==> src/rtl/irq8_pkg.sv <==
package irq8_pkg;
  localparam int IRQ_LINES = 8;
  localparam int IRQ_DW    = 8;

  typedef enum logic [2:0] {
    CFG_IDLE,
    CFG_BASE,
    CFG_CASC,
    CFG_MODE,
    CFG_RUN
  } cfg_state_e;

  // command codes carried in bits 7:5 of an end-of-interrupt / priority write
  typedef enum logic [2:0] {
    EC_RA_CLR = 3'b000,
    EC_NS     = 3'b001,
    EC_NOP    = 3'b010,
    EC_SP     = 3'b011,
    EC_RA_SET = 3'b100,
    EC_ROT_NS = 3'b101,
    EC_SETPRI = 3'b110,
    EC_ROT_SP = 3'b111
  } eoi_code_e;
endpackage

==> src/rtl/irq8_capture.sv <==
module irq8_capture #(
  parameter int N = 8
) (
  input  logic         clk,
  input  logic         rst_n,
  input  logic         level_mode,
  input  logic         clr_all,
  input  logic [N-1:0] ack_clr,
  input  logic [N-1:0] line_in,
  output logic [N-1:0] irr_q
);
  logic [N-1:0] prev_q;
  logic [N-1:0] rise;
  logic [N-1:0] irr_d;

  assign rise = line_in & ~prev_q;

  // per-line next-state: level mode follows the pin, edge mode latches rises
  for (genvar g = 0; g < N; g++) begin : g_line
    assign irr_d[g] = clr_all    ? 1'b0 :
                      level_mode ? line_in[g] :
                                   (irr_q[g] & ~ack_clr[g]) | rise[g];
  end

  always_ff @(posedge clk or negedge rst_n) begin
    if (!rst_n) begin
      prev_q <= '0;
      irr_q  <= '0;
    end else begin
      prev_q <= line_in;
      irr_q  <= irr_d;
    end
  end

  AST_EDGE_CAPTURE: assert property (@(posedge clk) disable iff (!rst_n)
    (!level_mode && !clr_all) |=> ((irr_q & $past(rise)) == $past(rise)));
endmodule

==> src/rtl/irq8_resolver.sv <==
module irq8_resolver #(
  parameter int N  = 8,
  parameter int IW = $clog2(N)
) (
  input  logic [N-1:0]  irr,
  input  logic [N-1:0]  isr,
  input  logic [N-1:0]  mask,
  input  logic [IW-1:0] low_lvl,
  output logic          req_valid,
  output logic [IW-1:0] req_idx,
  output logic          isr_any,
  output logic [IW-1:0] isr_top
);
  logic [IW-1:0] idx;
  logic          blocked;

  // walk from the level just above the lowest one, wrapping round once
  always_comb begin
    req_valid = 1'b0;
    req_idx   = '0;
    isr_any   = 1'b0;
    isr_top   = '0;
    blocked   = 1'b0;
    idx       = '0;
    for (int k = 1; k <= N; k++) begin
      idx = low_lvl + IW'(k);
      if (!isr_any && isr[idx]) begin
        isr_any = 1'b1;
        isr_top = idx;
      end
      if (!req_valid && !blocked) begin
        if (isr[idx]) begin
          blocked = 1'b1;
        end else if (irr[idx] && !mask[idx]) begin
          req_valid = 1'b1;
          req_idx   = idx;
        end
      end
    end
  end
endmodule

==> src/rtl/irq8_cfg.sv <==
module irq8_cfg
  import irq8_pkg::*;
#(
  parameter int BW = 5
) (
  input  logic          clk,
  input  logic          rst_n,
  input  logic          init_wr,
  input  logic          init_level,
  input  logic          init_single,
  input  logic          init_mode,
  input  logic          word_wr,
  input  logic [BW-1:0] word_base,
  input  logic          word_aeoi,
  output logic          running,
  output logic          level_mode,
  output logic          auto_eoi,
  output logic [BW-1:0] vec_base
);
  cfg_state_e    st_q, st_d;
  logic          single_q, need_mode_q;
  logic          base_en, mode_en;

  assign base_en = word_wr && (st_q == CFG_BASE);
  assign mode_en = word_wr && (st_q == CFG_MODE);
  assign running = (st_q == CFG_RUN);

  always_comb begin
    st_d = st_q;
    if (init_wr) begin
      st_d = CFG_BASE;
    end else if (word_wr) begin
      case (st_q)
        CFG_BASE: st_d = !single_q ? CFG_CASC : (need_mode_q ? CFG_MODE : CFG_RUN);
        CFG_CASC: st_d = need_mode_q ? CFG_MODE : CFG_RUN;
        CFG_MODE: st_d = CFG_RUN;
        default:  st_d = st_q;
      endcase
    end
  end

  always_ff @(posedge clk or negedge rst_n) begin
    if (!rst_n) begin
      st_q        <= CFG_IDLE;
      single_q    <= 1'b1;
      need_mode_q <= 1'b0;
      level_mode  <= 1'b0;
      auto_eoi    <= 1'b0;
      vec_base    <= '0;
    end else begin
      st_q <= st_d;
      if (init_wr) begin
        single_q    <= init_single;
        need_mode_q <= init_mode;
        level_mode  <= init_level;
      end
      if (init_wr || mode_en) auto_eoi <= init_wr ? 1'b0 : word_aeoi;
      if (base_en) vec_base <= word_base;
    end
  end

  AST_RUN_AFTER_BASE: assert property (@(posedge clk) disable iff (!rst_n)
    (base_en && single_q && !need_mode_q && !init_wr) |=> running);
endmodule

==> src/rtl/irq8_ctrl.sv <==
module irq8_ctrl
  import irq8_pkg::*;
#(
  parameter int N_LINES = IRQ_LINES,
  parameter int DW      = IRQ_DW
) (
  input  logic               clk,
  input  logic               rst_n,
  input  logic               reg_addr,
  input  logic               reg_wr,
  input  logic               reg_rd,
  input  logic [DW-1:0]      reg_wdata,
  output logic [DW-1:0]      reg_rdata,
  input  logic [N_LINES-1:0] irq_line,
  output logic               int_req,
  input  logic               int_ack,
  output logic [DW-1:0]      int_vector
);
  localparam int IW = $clog2(N_LINES);
  localparam int BW = DW - IW;
  localparam logic [N_LINES-1:0] BIT0 = N_LINES'(1);

  // register-port decode
  logic wr0, wr1, init_wr, ocw2_wr, ocw3_wr, mask_wr, word_wr, poll_rd, take;
  logic running, level_mode, auto_eoi;
  logic [BW-1:0] vec_base;
  eoi_code_e     cmd_code;
  logic [IW-1:0] cmd_lvl;

  // state
  logic [N_LINES-1:0] irr_q, isr_q, isr_d, mask_q, mask_d;
  logic [IW-1:0]      low_q, low_d;
  logic               rot_q, rot_d, sel_isr_q, sel_isr_d, poll_q, poll_d;
  logic               isr_en, low_en, mask_en, sel_en, poll_en;

  // resolver outputs and derived one-hots
  logic               req_valid, isr_any;
  logic [IW-1:0]      req_idx, isr_top;
  logic [N_LINES-1:0] win_oh, lvl_oh, top_oh, eoi_clr, isr_set;
  logic [DW-1:0]      poll_byte;

  assign wr0      = reg_wr & ~reg_addr;
  assign wr1      = reg_wr &  reg_addr;
  assign init_wr  = wr0 & reg_wdata[4];
  assign ocw2_wr  = wr0 & running & (reg_wdata[4:3] == 2'b00);
  assign ocw3_wr  = wr0 & running & (reg_wdata[4:3] == 2'b01);
  assign mask_wr  = wr1 & running;
  assign word_wr  = wr1 & ~running;
  assign cmd_code = eoi_code_e'(reg_wdata[7:5]);
  assign cmd_lvl  = reg_wdata[IW-1:0];

  irq8_cfg #(.BW(BW)) u_cfg (
    .clk         (clk),
    .rst_n       (rst_n),
    .init_wr     (init_wr),
    .init_level  (reg_wdata[3]),
    .init_single (reg_wdata[1]),
    .init_mode   (reg_wdata[0]),
    .word_wr     (word_wr),
    .word_base   (reg_wdata[DW-1:IW]),
    .word_aeoi   (reg_wdata[1]),
    .running     (running),
    .level_mode  (level_mode),
    .auto_eoi    (auto_eoi),
    .vec_base    (vec_base)
  );

  irq8_capture #(.N(N_LINES)) u_cap (
    .clk        (clk),
    .rst_n      (rst_n),
    .level_mode (level_mode),
    .clr_all    (init_wr),
    .ack_clr    (win_oh),
    .line_in    (irq_line),
    .irr_q      (irr_q)
  );

  irq8_resolver #(.N(N_LINES), .IW(IW)) u_res (
    .irr       (irr_q),
    .isr       (isr_q),
    .mask      (mask_q),
    .low_lvl   (low_q),
    .req_valid (req_valid),
    .req_idx   (req_idx),
    .isr_any   (isr_any),
    .isr_top   (isr_top)
  );

  assign int_req    = running & req_valid;
  assign int_vector = {vec_base, req_idx};
  assign poll_rd    = reg_rd & ~reg_addr & poll_q;
  assign take       = int_req & (int_ack | poll_rd);
  assign win_oh     = take ? (BIT0 << req_idx) : '0;
  assign lvl_oh     = BIT0 << cmd_lvl;
  assign top_oh     = isr_any ? (BIT0 << isr_top) : '0;
  assign isr_set    = (take && !auto_eoi) ? win_oh : '0;
  assign poll_byte  = int_req ? {1'b1, {(DW-1-IW){1'b0}}, req_idx} : '0;

  assign reg_rdata  = reg_addr  ? mask_q    :
                      poll_q    ? poll_byte :
                      sel_isr_q ? isr_q     : irr_q;

  // next-state for in-service, priority pointer and rotate-on-auto flag
  always_comb begin
    eoi_clr = '0;
    low_d   = low_q;
    rot_d   = rot_q;
    if (take && auto_eoi && rot_q) low_d = req_idx;
    if (ocw2_wr) begin
      case (cmd_code)
        EC_NS:     eoi_clr = top_oh;
        EC_ROT_NS: begin
          eoi_clr = top_oh;
          if (isr_any) low_d = isr_top;
        end
        EC_SP:     eoi_clr = lvl_oh;
        EC_ROT_SP: begin
          eoi_clr = lvl_oh;
          low_d   = cmd_lvl;
        end
        EC_SETPRI: low_d = cmd_lvl;
        EC_RA_SET: rot_d = 1'b1;
        EC_RA_CLR: rot_d = 1'b0;
        default:   ;
      endcase
    end
    if (init_wr) begin
      low_d = '1;
      rot_d = 1'b0;
    end
  end

  assign isr_d     = init_wr ? '0 : ((isr_q | isr_set) & ~eoi_clr);
  assign mask_d    = init_wr ? '0 : reg_wdata;
  assign sel_isr_d = init_wr ? 1'b0 : reg_wdata[0];
  assign poll_d    = init_wr ? 1'b0 : (ocw3_wr ? reg_wdata[2] : 1'b0);

  assign isr_en  = init_wr | take | ocw2_wr;
  assign low_en  = init_wr | take | ocw2_wr;
  assign mask_en = init_wr | mask_wr;
  assign sel_en  = init_wr | (ocw3_wr & reg_wdata[1]);
  assign poll_en = init_wr | ocw3_wr | poll_rd;

  always_ff @(posedge clk or negedge rst_n) begin
    if (!rst_n) begin
      isr_q     <= '0;
      mask_q    <= '1;
      low_q     <= '1;
      rot_q     <= 1'b0;
      sel_isr_q <= 1'b0;
      poll_q    <= 1'b0;
    end else begin
      if (isr_en)  isr_q     <= isr_d;
      if (low_en)  low_q     <= low_d;
      if (low_en)  rot_q     <= rot_d;
      if (mask_en) mask_q    <= mask_d;
      if (sel_en)  sel_isr_q <= sel_isr_d;
      if (poll_en) poll_q    <= poll_d;
    end
  end

  AST_INT_UNMASKED: assert property (@(posedge clk) disable iff (!rst_n)
    int_req |-> (irr_q[req_idx] && !mask_q[req_idx] && !isr_q[req_idx]));
  AST_INIT_CLEARS: assert property (@(posedge clk) disable iff (!rst_n)
    init_wr |=> (isr_q == '0 && mask_q == '0));
  AST_ACK_SETS_ISR: assert property (@(posedge clk) disable iff (!rst_n)
    (take && !auto_eoi && !ocw2_wr && !init_wr) |=> ((isr_q & $past(win_oh)) != '0));
  AST_AEOI_KEEPS_ISR: assert property (@(posedge clk) disable iff (!rst_n)
    (take && auto_eoi && !ocw2_wr && !init_wr) |=> (isr_q == $past(isr_q)));
  AST_NS_EOI_ONE: assert property (@(posedge clk) disable iff (!rst_n)
    (ocw2_wr && cmd_code == EC_NS && isr_q != '0 && !take)
      |=> ($countones(isr_q) == $countones($past(isr_q)) - 1));
  AST_POLL_ONE_SHOT: assert property (@(posedge clk) disable iff (!rst_n)
    (poll_rd && !ocw3_wr) |=> !poll_q);
endmodule

==> config.mk <==
export PLATFORM = sky130hd
export DESIGN_NAME = irq8_ctrl
export DESIGN_NICKNAME = d
export VERILOG_FILES = /design/src/rtl/irq8_pkg.sv /design/src/rtl/irq8_capture.sv /design/src/rtl/irq8_resolver.sv /design/src/rtl/irq8_cfg.sv /design/src/rtl/irq8_ctrl.sv
export SDC_FILE = /design/constraint.sdc
export NUM_CORES = 1
export LEC_CHECK = 0
export BUFFER_PORTS_ARGS = -buffer_cell sky130_fd_sc_hd__buf_2
export CORE_UTILIZATION = 45
export CTS_CLUSTER_SIZE = 20
export DETAILED_ROUTE_END_ITERATION = 10
export HOLD_SLACK_MARGIN = 0.1
export PLACE_DENSITY = 0.72
export SKIP_CTS_REPAIR_TIMING = 1
export SYNTH_ARGS = -nofsm -noshare
export SYNTH_HDL_FRONTEND = slang
export SYNTH_SLANG_ARGS = --single-unit
==> constraint.sdc <==
create_clock -name clk -period 5.1 [get_ports clk]
set_clock_uncertainty 0.15 [all_clocks]
set_input_delay 0.765 -clock clk [delete_from_list [all_inputs] [get_ports clk]]
set_output_delay 0.765 -clock clk [all_outputs]
set_load 0.02 [all_outputs]
# Word level (Yosys, flattened, before mapping)
# Index checks and enable logic that the tools add are counted.
[totals]
register_bits = 50
elab_cells = 328
[op_classes]
n_addsub = 7
n_lt_le_gt_ge = 8
n_eq_ne = 11
n_shift = 3
muxes = 166
bitwise = 51
n_reduce_logical = 68
[ops]
columns = ["operator", "n"]
rows = [
  ["$mux W3", 39],
  ["$mux W1", 89],
  ["$mux W8", 10],
  ["$bmux W1 S3", 24],
  ["$lt A3 B4 Y1 const B", 8],
  ["$logic_not A1 Y1", 29],
  ["$logic_and A1 B1 Y1", 27],
  ["$shl A1 B3 Y8 const A", 3],
  ["$and A1 B1 Y1", 21],
  ["$and A8 B8 Y8", 2],
  ["$not A8 Y8", 2],
  ["$pmux W8 S2", 1],
  ["$eq A3 B3 Y1 const B", 5],
  ["$or A1 B1 Y1", 15],
  ["$add A3 B3 Y3 const B", 4],
  ["$not A1 Y1", 10],
  ["$eq A3 B2 Y1 const B", 3],
  ["$pmux W3 S3", 1],
  ["$or A8 B8 Y8", 1],
  ["$add A3 B2 Y3 const B", 2],
  ["$eq A3 B1 Y1 const B", 2],
  ["$pmux W3 S2", 1],
  ["$reduce_or A2 Y1", 3],
  ["$reduce_bool A2 Y1", 2],
  ["other kinds (10)", 10],
]

# Logic depth before layout (Yosys ltp)
[logic_depth]
depth_word = 37
depth_mapped = 18
depth_no_buf = 13

# Cells and area by module
# Synthesis repeated with hierarchy kept, for this count alone.
[hier_totals]
cells_unflattened = 474
hier_area_um2 = 4444.3
[by_module_without_submodules]
columns = ["mod", "instances", "cells_per_inst", "area_each_um2", "seq_area_each_um2"]
rows = [
  ["irq8_resolver", 1, 192, 1600.3, 0.0],
  ["irq8_ctrl", 1, 187, 1594.0, 564.3],
  ["irq8_capture", 1, 50, 683.2, 400.4],
  ["irq8_cfg", 1, 45, 566.8, 301.5],
]

# Worst setup path after synthesis
# Ideal clock, no wire load.
[synth_path]
kind = "register to output"
startpoint = "register low_q[0]"
endpoint = "output reg_rdata[0]"
t_arrival_ns = 3.707
setup_slack_ns = 0.478
path_stages_with_launch = 17
n_path_buf = 4
cell_sequence = "dfstp_2 -> buf_6 -> buf_8 -> inv_2 -> ha_1 -> buf_6 -> inv_2 -> mux4_2 -> a22oi_1 -> nand2_1 -> nor2_4 -> and3_1 -> nor4_1 -> or2_0 -> buf_6 -> o221ai_1 -> o21a_1"
[synth_via]
elab_chain_cells = 32
elab_cells_between_ends = 155
classes_between = "7 x add/sub; 110 x mux; 1 x bitwise; 37 x reduce/logical"
[synth_rtl]
columns = ["item", "line", "text"]
rows = [
  ["start, declared", "irq8_ctrl.sv:32", "logic [IW-1:0] low_q, low_d;"],
  ["start signal, assigned", "irq8_ctrl.sv:154", "if (low_en) low_q <= low_d;"],
  ["$add A3 B1 Y3", "irq8_resolver.sv:26", "idx = low_lvl + IW'(k);"],
  ["$bmux W1 S3", "irq8_resolver.sv:34", "end else if (irr[idx] && !mask[idx]) begin"],
  ["$mux W1 (not written as such)", "irq8_resolver.sv:34", ""],
  ["$logic_not A1 Y1", "irq8_resolver.sv:34", ""],
  ["$logic_and A1 B1 Y1", "irq8_resolver.sv:34", ""],
  ["$mux W1", "irq8_resolver.sv:34", ""],
  ["$mux W1", "irq8_resolver.sv:32", "if (isr[idx]) begin"],
  ["$mux W1 or $logic_not A1 Y1 (tied branches)", "irq8_resolver.sv:34, irq8_resolver.sv:31", ""],
  ["[16 not listed]", "n/a", ""],
  ["$mux W1", "irq8_resolver.sv:31", "if (!req_valid && !blocked) begin"],
  ["$mux W1 or $logic_not A1 Y1 (tied branches)", "irq8_resolver.sv:34, irq8_resolver.sv:31", ""],
  ["$mux W1 or $logic_and A1 B1 Y1 (tied branches)", "irq8_resolver.sv:32, irq8_resolver.sv:31", ""],
  ["$mux W1", "irq8_resolver.sv:31", ""],
  ["$and A1 B1 Y1", "irq8_ctrl.sv:89", "assign int_req = running & req_valid;"],
  ["$mux W8 *", "irq8_ctrl.sv:97", "assign poll_byte = int_req ? {1'b1, {(DW-1-IW){1'b0}}, req_idx} : '0;"],
  ["$mux W8 *", "irq8_ctrl.sv:100", "poll_q ? poll_byte :"],
  ["$mux W8 *", "irq8_ctrl.sv:99", "assign reg_rdata = reg_addr ? mask_q :"],
  ["end, declared", "irq8_ctrl.sv:13", "output logic [DW-1:0] reg_rdata,"],
]
# Mark *: on every way between the ends. The rest lies on a longest branch, timed or not. The select of a mux whose other input is x is not followed.

# Worst setup path after layout
[layout_path]
startpoint = "register low_q[1]"
endpoint = "output reg_rdata[1]"
# Same word-level chain as after synthesis.

==> flow_summary_export.csv <==
group,metric,value,unit
sta,hold_slack,368.2,ps
clock_network,cts_root_buf,"clkbuf_8",
logic_synthesis,yosys_warnings,0,
status,status,"finished clean",
hold_path,min_path_type,"register to register",
critical_path,cp_cell_sequence,"buf_6 -> nor4bb_2 -> nor4_4 -> a2bb2oi_1 -> o22a_4 -> and3b_1 -> a32o_1 -> o31a_1 -> nor2_1 -> o22ai_1 -> mux2_2 -> buf_2",
logic_synthesis,synth_nets,524,
logic_synthesis,netlist_instances,500,
floorplan,fp.dieH,102.9,um
detailed_routing,wl_per_cell,20.57,um
clock_network,numClockSinks,50,
logic_synthesis,synth_edf_count,0,
floorplan,die_w,102.9,um
global_routing,grt_pass1_wl,21.98,mm
floorplan,die_area,0.01060,mm^2
detailed_routing,ant_nets,0,
detailed_routing,first_iter_violations,343,
logic_synthesis,yosys.area_share.simple,0.2109,
pwr,power,2.805,mW
floorplan,ios,39,
critical_path,cp_top_family,"compound AO/OA/AOI/OAI gates",
logic_synthesis,async_flop_share,1.000,
critical_path,crit_slowest_cell,"dfstp_2",
hold_path,whs_endpoint,"u_cfg.vec_base[3]",
sta,rsz0062_at_grt,"false",
pwr,p_leak,2.004,nW
sta,fin_crit,4956,ps
sta,drv_slew,0,
global_routing,grt.met3_usage,0.02644,
detailed_routing,dr.pass1.iters,5,
hold_path,min_from,"u_cfg.vec_base[3]",
critical_path,cp_max_fo,29,
sta,clock.fmax,201.8,MHz
detailed_routing,vias_per_cell,6.416,
finish,stdcell_area,0.004933,mm^2
pwr,combinationalPowerShare,0.670,
sta,final_hold_viol_count,0,
logic_synthesis,synth_mux_area_frac,0.2030,
logic_synthesis,synth_top_family_by_area,"compound AO/OA/AOI/OAI gates",
sta,layout_worst_path_cycle_share,0.9717,
global_routing,grt_max_degree,51,
logic_synthesis,ys_types,87,
sta,tightest_slew,1154,ps
pwr,power_frac_clock,0.090,
global_routing,grt_util_met2,0.4446,
global_routing,grt_use_total,0.2733,
finish,n_antenna_cell,0,
logic_synthesis,syn_avg_cell_area,9.171,um^2
global_routing,antenna_found_initial,0,
logic_synthesis,synth-main-ff-cell,"dfrtp_1",
clock_network,insertion_delay,310,ps
flow_run,drv_cap,0,
critical_path,reg2reg_to,"isr_q[2]",
detailed_routing,num_vias,4196,
critical_path,cp-end-kind,"output pin",
floorplan,core-area,0.009819,mm^2
critical_path,slowest_delay,590,ps
logic_synthesis,ys_seq_area_frac,0.2761,
pwr,p_sw,1.440,mW
finish,layout-drive-gt1-share,0.2495,
finish,nets,544,
clock_network,cts_made_buffers,5,
pwr,ir_drop,0.2660,mV
clock_network,cts_tree,"done",
global_routing,gr-max-usage-layer,"met2",
critical_path,required,4180,ps
logic_synthesis,yosys.area_share.adder,0.005457,
placed_design,placed_cell_area,0.004805,mm^2
critical_path,critical_path_class,"register to output pin",
detailed_routing,drc,0,
sta,slew_headroom,0.2307,
pwr,power_density,568.7,mW/mm^2
finish,instances_no_fill,654,
global_routing,grt_pass1_vias,4098,
critical_path,critPathLaunchType,"register",
logic_synthesis,syn_area,0.004586,mm^2
logic_synthesis,yosys_register_bits,50,
pwr,power.share.switching,0.5134,
placed_design,hpwl,10.36,mm
logic_synthesis,synth_compound_gate_area_share,0.2327,
finish,final_cell_mix,"nand2_1 (47), buf_2 (38), dfrtp_1 (38)",
finish,nFillCells,979,
critical_path,r2r-start,"low_q[0]",
clock_network,htreeDepth,2,
placed_design,gp_congestion,0.9779,
placed_design,dpl.cell_count,646,
sta,tns,0,ps
sta,final-setup-viol-count,0,
hold_path,min_delay_path_depth,1,
detailed_routing,routed_wl,13.46,mm
critical_path,worst_ep_arrival_time,4040,ps
pwr,p_int,1.365,mW
clock_network,cts_buffer_depth,2,
placed_design,portBuffers,38,
finish,final_common_cell,"nand2_1",
finish,area_delta_synth_final,7.585,%
logic_synthesis,synth-xor-area-share,0.01091,
clock_network,cts.reportedPaths.clkPinSlew,100,ps
global_routing,gr-total-overflow,0,
critical_path,ff2ff_path_depth,11,
floorplan,rows,36,
global_routing,grt.met1_usage,0.3807,
pwr,seqPwrFrac,0.241,
critical_path,path_buf_inv,2,
floorplan,start_util,0.4670,
critical_path,r2r_slack,1010,ps
[cell families after synthesis]
| family | Yosys count |
|---|---|
| buf+inv | 56 |
| mux | 63 |
| fa+ha+maj | 2 |
| simple gates | 174 |
| compound gates | 151 |
| flops | 50 |
| xor+xnor | 4 |
[routing by layer]
layer	routed length, um	up-vias	part of all wire
li1	-	1934	-
met5	0	-	0
met4	314	0	0.023
met1	5891	2057	0.44
met2	6456	178	0.48
met3	794	27	0.059
[Yosys cell counts (all sizes together), types with 3 or more instances]
| cell type | number | share of area |
|---|---|---|
| nor3 | 12 | 0.015 |
| o31ai | 5 | 0.0082 |
| a21oi | 22 | 0.024 |
| o211ai | 3 | 0.0060 |
| mux2i | 28 | 0.065 |
| buf | 15 | 0.025 |
| o21a | 4 | 0.0065 |
| o22ai | 3 | 0.0041 |
| and3b | 3 | 0.0065 |
| dfrtp | 38 | 0.21 |
| a31oi | 14 | 0.020 |
| mux2 | 15 | 0.038 |
| nor4 | 6 | 0.015 |
| o21ai | 38 | 0.041 |
| a221oi | 4 | 0.0076 |
| a311oi | 4 | 0.0076 |
| a22o | 4 | 0.0076 |
| xnor2 | 3 | 0.0090 |
| inv | 27 | 0.024 |
| mux4 | 20 | 0.10 |
| nor2 | 37 | 0.034 |
| a221o | 4 | 0.0087 |
| a21o | 3 | 0.0049 |
| nand3 | 7 | 0.0076 |
| dfstp | 12 | 0.069 |
| nand2b | 8 | 0.011 |
| a22oi | 4 | 0.0065 |
| nand2 | 48 | 0.040 |
| or2 | 6 | 0.0082 |
| a211oi | 9 | 0.016 |
| a211o | 10 | 0.019 |
| and2 | 9 | 0.013 |
| nand3b | 3 | 0.0049 |
| nor2b | 16 | 0.022 |
| clkbuf | 14 | 0.011 |
| and3 | 5 | 0.0068 |
[worst reg2reg max path, delay by kind of cell (launching register included)]
kind                   cells  cell delay [ps]
AO/OA/AOI/OAI              4             1130
buffers and inverters      1              350
flip-flops                 1              550
multiplexers               2             1060
AND/OR/NAND/NOR            4              740
[worst max-delay path by stage]
stage,cells past startpoint,end,start
final,12,reg_rdata[1],low_q[1]
after global routing,13,reg_rdata[0],low_q[0]
after CTS,12,reg_rdata[1],low_q[1]
after detailed placement,12,reg_rdata[1],low_q[1]
after global placement,12,reg_rdata[1],low_q[1]
after floorplan,16,reg_rdata[0],low_q[0]
[power by group through the flow]
stage	Combinational [mW]	Clock [mW]	Sequential, mW
after floorplan	1.42	0	0.616
after global placement	1.82	0	0.670
after detailed placement	1.83	0	0.675
after CTS	1.83	0.258	0.668
after global routing	2.03	0.272	0.689
final	1.88	0.252	0.675
[stage by stage]
| step | setup slack, ps | util |
|---|---|---|
| 2_1_floorplan | 478.2 | - |
| 3_3_place_gp | 418.9 | 0.4893 |
| 3_5_place_dp | 309.4 | 0.4893 |
| 4_1_cts | -14.42 | 0.4992 |
| 5_1_grt | 17.87 | 0.5024 |
| 6_report | 144.2 | 0.5024 |
[state kept, by name, summed over array words and instances (netlist names)]
signal,count
u_cap.prev_q,8
u_cfg.level_mode,1
u_cfg.st_q,3
u_cfg.need_mode_q,1
sel_isr_q,1
rot_q,1
poll_q,1
u_cap.irr_q,8
mask_q,8
isr_q,8
low_q,3
u_cfg.vec_base,5
u_cfg.auto_eoi,1
u_cfg.single_q,1
[final cells by class]
class,count,area [um^2],area share
Multi-Input combinational cell,394,3064,0.6211
Tap cell,133,166.4,0.03373
Sequential cell,50,1266,0.2567
Timing Repair Buffer,42,227.7,0.04616
Clock inverter,3,28.78,0.005833
Clock buffer,5,68.82,0.01395
Inverter,27,111.4,0.02257
(Power assumes the default switching activity.)
